==> src/rtl/ctrl_pin_pkg.sv <==
package ctrl_pin_pkg;

  typedef enum logic [1:0] {
    ROLE_PWRDN  = 2'd0,
    ROLE_OUTEN  = 2'd1,
    ROLE_MUXSEL = 2'd2,
    ROLE_REFOFF = 2'd3
  } ref_role_e;

  typedef struct packed {
    logic gate;
    logic pick;
    logic ref_pdn;
    logic main_pdn;
  } pin_cfg_t;

  localparam pin_cfg_t CFG_RESET = '{gate: 1'b1, pick: 1'b1, ref_pdn: 1'b0, main_pdn: 1'b0};

  // Priority: power-down bit first, then gate, then pick, else shutdown role.
  function automatic ref_role_e ref_role(input logic gate, input logic pick, input logic pdn);
    ref_role_e r;
    if (pdn)       r = ROLE_PWRDN;
    else if (gate) r = ROLE_OUTEN;
    else if (pick) r = ROLE_MUXSEL;
    else           r = ROLE_REFOFF;
    return r;
  endfunction

endpackage

==> src/rtl/pin_sync.sv <==
module pin_sync #(
  parameter int WIDTH  = 2,
  parameter int STAGES = 2
) (
  input  logic             clk,
  input  logic             rst_n,
  input  logic [WIDTH-1:0] d,
  output logic [WIDTH-1:0] q
);
  localparam int PREV = (STAGES > 1) ? STAGES - 2 : 0;

  logic [WIDTH-1:0] stg [STAGES];

  always_ff @(posedge clk) begin
    if (!rst_n) stg[0] <= '0;
    else        stg[0] <= d;
  end

  for (genvar i = 1; i < STAGES; i++) begin : g_stage
    always_ff @(posedge clk) begin
      if (!rst_n) stg[i] <= '0;
      else        stg[i] <= stg[i-1];
    end
  end

  assign q = stg[STAGES-1];

  if (STAGES > 1) begin : g_chk
    AST_SYNC_SHIFT: assert property (@(posedge clk) disable iff (!rst_n)
      q == $past(stg[PREV]));
  end
endmodule

==> src/rtl/cfg_hold.sv <==
module cfg_hold
  import ctrl_pin_pkg::*;
(
  input  logic     clk,
  input  logic     rst_n,
  input  pin_cfg_t cfg_i,
  output pin_cfg_t cfg_q
);
  always_ff @(posedge clk) begin
    if (!rst_n) cfg_q <= CFG_RESET;
    else        cfg_q <= cfg_i;
  end
endmodule

==> src/rtl/ref_role_decode.sv <==
module ref_role_decode
  import ctrl_pin_pkg::*;
(
  input  logic      pin,
  input  logic      gate,
  input  logic      pick,
  input  logic      pdn,
  output ref_role_e role_o,
  output logic      en_o,
  output logic      sel_o,
  output logic      off_o,
  output logic      pdn_o
);
  assign role_o = ref_role(gate, pick, pdn);

  always_comb begin
    en_o  = 1'b1;
    sel_o = pick;
    off_o = 1'b0;
    pdn_o = 1'b0;
    unique case (role_o)
      ROLE_PWRDN:  pdn_o = pin;
      ROLE_OUTEN:  en_o  = pin;
      ROLE_MUXSEL: sel_o = pin;
      ROLE_REFOFF: begin
        off_o = pin;
        en_o  = ~pin;
      end
      default: ;
    endcase
  end
endmodule

==> src/rtl/main_role_decode.sv <==
module main_role_decode (
  input  logic pin,
  input  logic pdn_mode,
  output logic en_o,
  output logic pdn_o
);
  always_comb begin
    if (pdn_mode) begin
      en_o  = 1'b1;
      pdn_o = pin;
    end else begin
      en_o  = pin;
      pdn_o = 1'b0;
    end
  end
endmodule

==> src/rtl/ctrl_pin_decoder.sv <==
module ctrl_pin_decoder
  import ctrl_pin_pkg::*;
#(
  parameter int SYNC_STAGES = 2
) (
  input  logic clk,
  input  logic rst_n,
  input  logic pin_ref_i,
  input  logic pin_main_i,
  input  logic cfg_ref_gate_i,
  input  logic cfg_ref_pick_i,
  input  logic cfg_ref_pdn_i,
  input  logic cfg_main_pdn_i,
  output logic ref_en_o,
  output logic main_en_o,
  output logic pdn_req_o,
  output logic ref_off_o,
  output logic ref_sel_o
);
  localparam int NPINS = 2;
  localparam int IDX_REF = 0;
  localparam int IDX_MAIN = 1;

  logic [NPINS-1:0] pin_raw, pin_s;
  pin_cfg_t         cfg_in, cfg_q;
  ref_role_e        ref_role_w;
  logic             ref_pdn_w, main_pdn_w;

  assign pin_raw = {pin_main_i, pin_ref_i};
  assign cfg_in  = '{gate: cfg_ref_gate_i, pick: cfg_ref_pick_i,
                     ref_pdn: cfg_ref_pdn_i, main_pdn: cfg_main_pdn_i};

  pin_sync #(.WIDTH(NPINS), .STAGES(SYNC_STAGES)) u_sync (
    .clk(clk), .rst_n(rst_n), .d(pin_raw), .q(pin_s)
  );

  cfg_hold u_cfg (.clk(clk), .rst_n(rst_n), .cfg_i(cfg_in), .cfg_q(cfg_q));

  ref_role_decode u_ref (
    .pin(pin_s[IDX_REF]), .gate(cfg_q.gate), .pick(cfg_q.pick), .pdn(cfg_q.ref_pdn),
    .role_o(ref_role_w), .en_o(ref_en_o), .sel_o(ref_sel_o), .off_o(ref_off_o),
    .pdn_o(ref_pdn_w)
  );

  main_role_decode u_main (
    .pin(pin_s[IDX_MAIN]), .pdn_mode(cfg_q.main_pdn), .en_o(main_en_o), .pdn_o(main_pdn_w)
  );

  assign pdn_req_o = ref_pdn_w | main_pdn_w;

  AST_OFF_DISABLES: assert property (@(posedge clk) disable iff (!rst_n)
    ref_off_o |-> !ref_en_o);
  AST_OFF_ONLY_IDLE: assert property (@(posedge clk) disable iff (!rst_n)
    ref_off_o |-> (!cfg_q.gate && !cfg_q.pick && !cfg_q.ref_pdn));
  AST_PDN_SOURCE: assert property (@(posedge clk) disable iff (!rst_n)
    pdn_req_o |-> ((pin_s[IDX_REF] && cfg_q.ref_pdn) || (pin_s[IDX_MAIN] && cfg_q.main_pdn)));
  AST_MAIN_FORCED: assert property (@(posedge clk) disable iff (!rst_n)
    cfg_q.main_pdn |-> main_en_o);
  AST_SEL_FROM_CFG: assert property (@(posedge clk) disable iff (!rst_n)
    (cfg_q.gate || cfg_q.ref_pdn) |-> (ref_sel_o == cfg_q.pick));
  AST_MUX_FROM_PIN: assert property (@(posedge clk) disable iff (!rst_n)
    (ref_role_w == ROLE_MUXSEL) |-> (ref_en_o && ref_sel_o == pin_s[IDX_REF]));
endmodule

==> config.mk <==
export PLATFORM = sky130hd
export DESIGN_NAME = ctrl_pin_decoder
export DESIGN_NICKNAME = d
export VERILOG_FILES = /design/src/rtl/ctrl_pin_pkg.sv /design/src/rtl/pin_sync.sv /design/src/rtl/cfg_hold.sv /design/src/rtl/ref_role_decode.sv /design/src/rtl/main_role_decode.sv /design/src/rtl/ctrl_pin_decoder.sv
export SDC_FILE = /design/constraint.sdc
export NUM_CORES = 1
export LEC_CHECK = 0
export ABC_AREA = 0
export BUFFER_PORTS_ARGS = -buffer_cell sky130_fd_sc_hd__buf_2
export CORE_AREA = 2 2 39 41
export CTS_CLUSTER_SIZE = 28
export DETAILED_ROUTE_END_ITERATION = 16
export DIE_AREA = 0 0 41 43
export GPL_TIMING_DRIVEN = 1
export PLACE_DENSITY_LB_ADDON = 0.08
export SLEW_MARGIN = 20
export SYNTH_ARGS = -nofsm -noshare
export SYNTH_HDL_FRONTEND = slang
export SYNTH_SLANG_ARGS = --single-unit
==> constraint.sdc <==
create_clock -name clk -period 1.4 [get_ports clk]
set_input_delay 0.21 -clock clk [delete_from_list [all_inputs] [get_ports clk]]
set_output_delay 0.21 -clock clk [all_outputs]
set_load 0.05 [all_outputs]
==> results.yml <==
outcome:
  status: "complete, no violations"
synthesis:
  synthAdderAreaFrac: 0
  async_flop_share: 0
  synth_area_leaders: "dfxtp_1 59%, and2_1 14%, nor4b_4 8.8%"
  synth.most_common_cell: "dfxtp_1"
  synth_top_family_by_area: "simple AND/OR/NAND/NOR gates"
  ys_types: 9
  synth_seq_cells: 8
  synth-main-ff-cell: "dfxtp_1"
  synthTopCellsByCount: "8 x dfxtp_1, 6 x and2_1, 2 x nand2b_1"
  synth_edf_count: 0
  yosysTopAreaCellShare: 0.590
  syn_nets: 30
  yosysSeqAreaShare: 0.590
  synth-simple-area-share: 0.336
  synth_compound_gate_area_share: 0.0737
  synth-xor-area-share: 0
  synthMuxAreaShare: 0
  syn_inst: 22
  avgSynthCellArea_um2: 12.3
  syn_area_um2: 272
  yosys.area.top_type: "dfxtp_1"
  yosys_warnings: 0
floorplanning:
  start_util: 0.196
  die-height_um: 43
  rows: 14
  core_region_area_um2: 1380
  die_area_um2: 1760
  ios: 13
  chipWidth_um: 41
critical_path:
  end_kind: "primary output"
  crit_type: "flip-flop to primary output"
  path_cells: "nor4b_4 -> buf_6"
  crit_arrival_ns: 1.15
  critical_path.max_stage_delay_ns: 0.36
  worst_r2r_startpoint: "u_sync.stg[0][0]"
  critPathLaunch: "u_cfg.cfg_q[3]"
  worstSetupStartpointType: "flip-flop"
  crit_required_ns: 1.19
  critical_path.max_fanout: 3
  cp_slowest_cell: "nor4b_4"
power:
  vdd_drop_max_mv: 0.380
  p_leak_nw: 0.179
  power_density_nw_per_um2: 1220
place:
  post-place-cells: 50
  io_buffer_count: 12
  place_congestion: 0.640
clock_tree:
  numCtsBuffers: 3
  cts-root-buf: "clkbuf_4"
  hold_buffers: 0
  cts_tree: "done"
  clock_sinks: 8
  clk_pin_slew_ns: 0.05
  clk_latency_ns: 0.25
  clk_path_buf_depth: 2
  cts_setup_buffers: 0
  htreeDepth: 1
timing:
  worst_pin_slew_ns: 0.305
  rsz0062_at_grt: "true"
  slew_violations: 0
  whs_ns: 0.138
  min_period_ns: 1.36
  clock_skew_ns: 0.000293
  hold_viol_final: 0
  clock.fmax_mhz: 735
  timing.final.crit_share: 0.972
  setup_viol: 0
  max_slew_margin: 0.796
global_routing:
  antenna_found_initial: 0
  grt_pass1_wl_um: 696
  grt_pass1_vias: 187
  grt.total_usage: 0.0675
  grt_max_degree: 9
  gr-total-overflow: 0
job:
  cap_violations: 0
cells_and_area:
  layoutNonFillerInstCount: 53
  n_antenna_cell: 0
  drive_gt1_frac: 0.676
  fin_nets: 47
  area_delta_synth_final_pct: 49.8
drt:
  viasPerCell: 3.75
  wl_um: 430
  antenna_left: 0
  vias: 199
  drtIter0Drc: 4
  post_drt_wl_per_cell_um: 8.11
  dr.pass1.iters: 4
  drc: 0
worst_hold_path:
  hold_class: "input port to flip-flop"
  min_from: "cfg_ref_pick_i"
==> worst max-delay path, delay by kind of cell (launching register included) <==
| kind | cells | cell delay, ns |
|---|---|---|
| DFF | 1 | 0.33 |
| and+or+nand+nor | 1 | 0.36 |
| buffers and inverters | 1 | 0.21 |
==> flip-flops by register name, indices dropped and copies added, names as in the netlist <==
name,flops
u_cfg.cfg_q,4
u_sync.stg,4
==> final timing paths <==
check,endpoint,slack [ns],depth (start not counted)
hold / removal,u_cfg.cfg_q[2],0.14,2
setup reg to reg,u_sync.stg[1][0],0.87,1
hold reg to reg,u_sync.stg[1][0],0.43,1
setup / recovery,ref_off_o,0.04,2
==> logic make-up (layout without fill, tap and decap cells) <==
logic type	Yosys count	after routing
buffers and inverters	0	15
AO/OA/AOI/OAI	2	2
flip-flops	8	8
AND/OR/NAND/NOR	12	12
==> repair_timing <==
item / CTS / global route
setup endpoints to repair: 2 / 3
pin swaps: 0 / 1
gates resized for setup: 3 / 8
==> per-stage QoR <==
stage	setup slack, ns	setup TNS [ns]	area, um2	power [mW]	utilization
after detailed placement	0.204	0	360	0.322	0.260
final	0.0399	0	407	0.495	0.294
after global placement	0.230	0	360	0.321	0.260
after global routing	-0.0333	-0.0591	407	0.527	0.294
after CTS	0.00296	0	392	0.498	0.283
after floorplan	-0.0478	-0.0478	280	0.302	-
==> layer usage <==
metal / up-vias / global-route usage / part of all wire
met5: - / 0 / 0
met4: 0 / 0.100 / 0.044
met3: 4 / 0.0314 / 0.11
met2: 11 / 0.0750 / 0.47
met1: 80 / 0.0714 / 0.38
li1: 104 / - / -
==> report_power, final <==
| group | internal [mW] | switching, mW |
|---|---|---|
| combinational | 0.0324 | 0.0424 |
| clock | 0.0977 | 0.0732 |
| sequential | 0.241 | 0.00879 |
| total | 0.371 | 0.124 |
==> layout make-up <==
cell class / instances / area (um2)
Fill cell: 146 / 977
Sequential cell: 8 / 165
Multi-Input combinational cell: 14 / 124
Timing Repair Buffer: 12 / 75.1
Clock buffer: 3 / 22.5
Tap cell: 16 / 20.0
==> cells in the final DEF (no fill, tap or decap) <==
| master | netlist | layout |
|---|---|---|
| a22o_2 | 1 | 1 |
| and2_1 | 6 | 6 |
| buf_2 | 0 | 9 |
| buf_4 | 0 | 1 |
| buf_6 | 0 | 2 |
| clkbuf_4 | 0 | 3 |
| dfxtp_1 | 8 | 4 |
| dfxtp_2 | 0 | 4 |
| nand2b_1 | 2 | 2 |
| nor2_4 | 0 | 1 |
| nor3b_2 | 0 | 1 |
| nor4b_4 | 1 | 1 |
| o31a_2 | 1 | 1 |
| or2_2 | 1 | 1 |
Note: power is estimated with default switching activity, not from simulation.
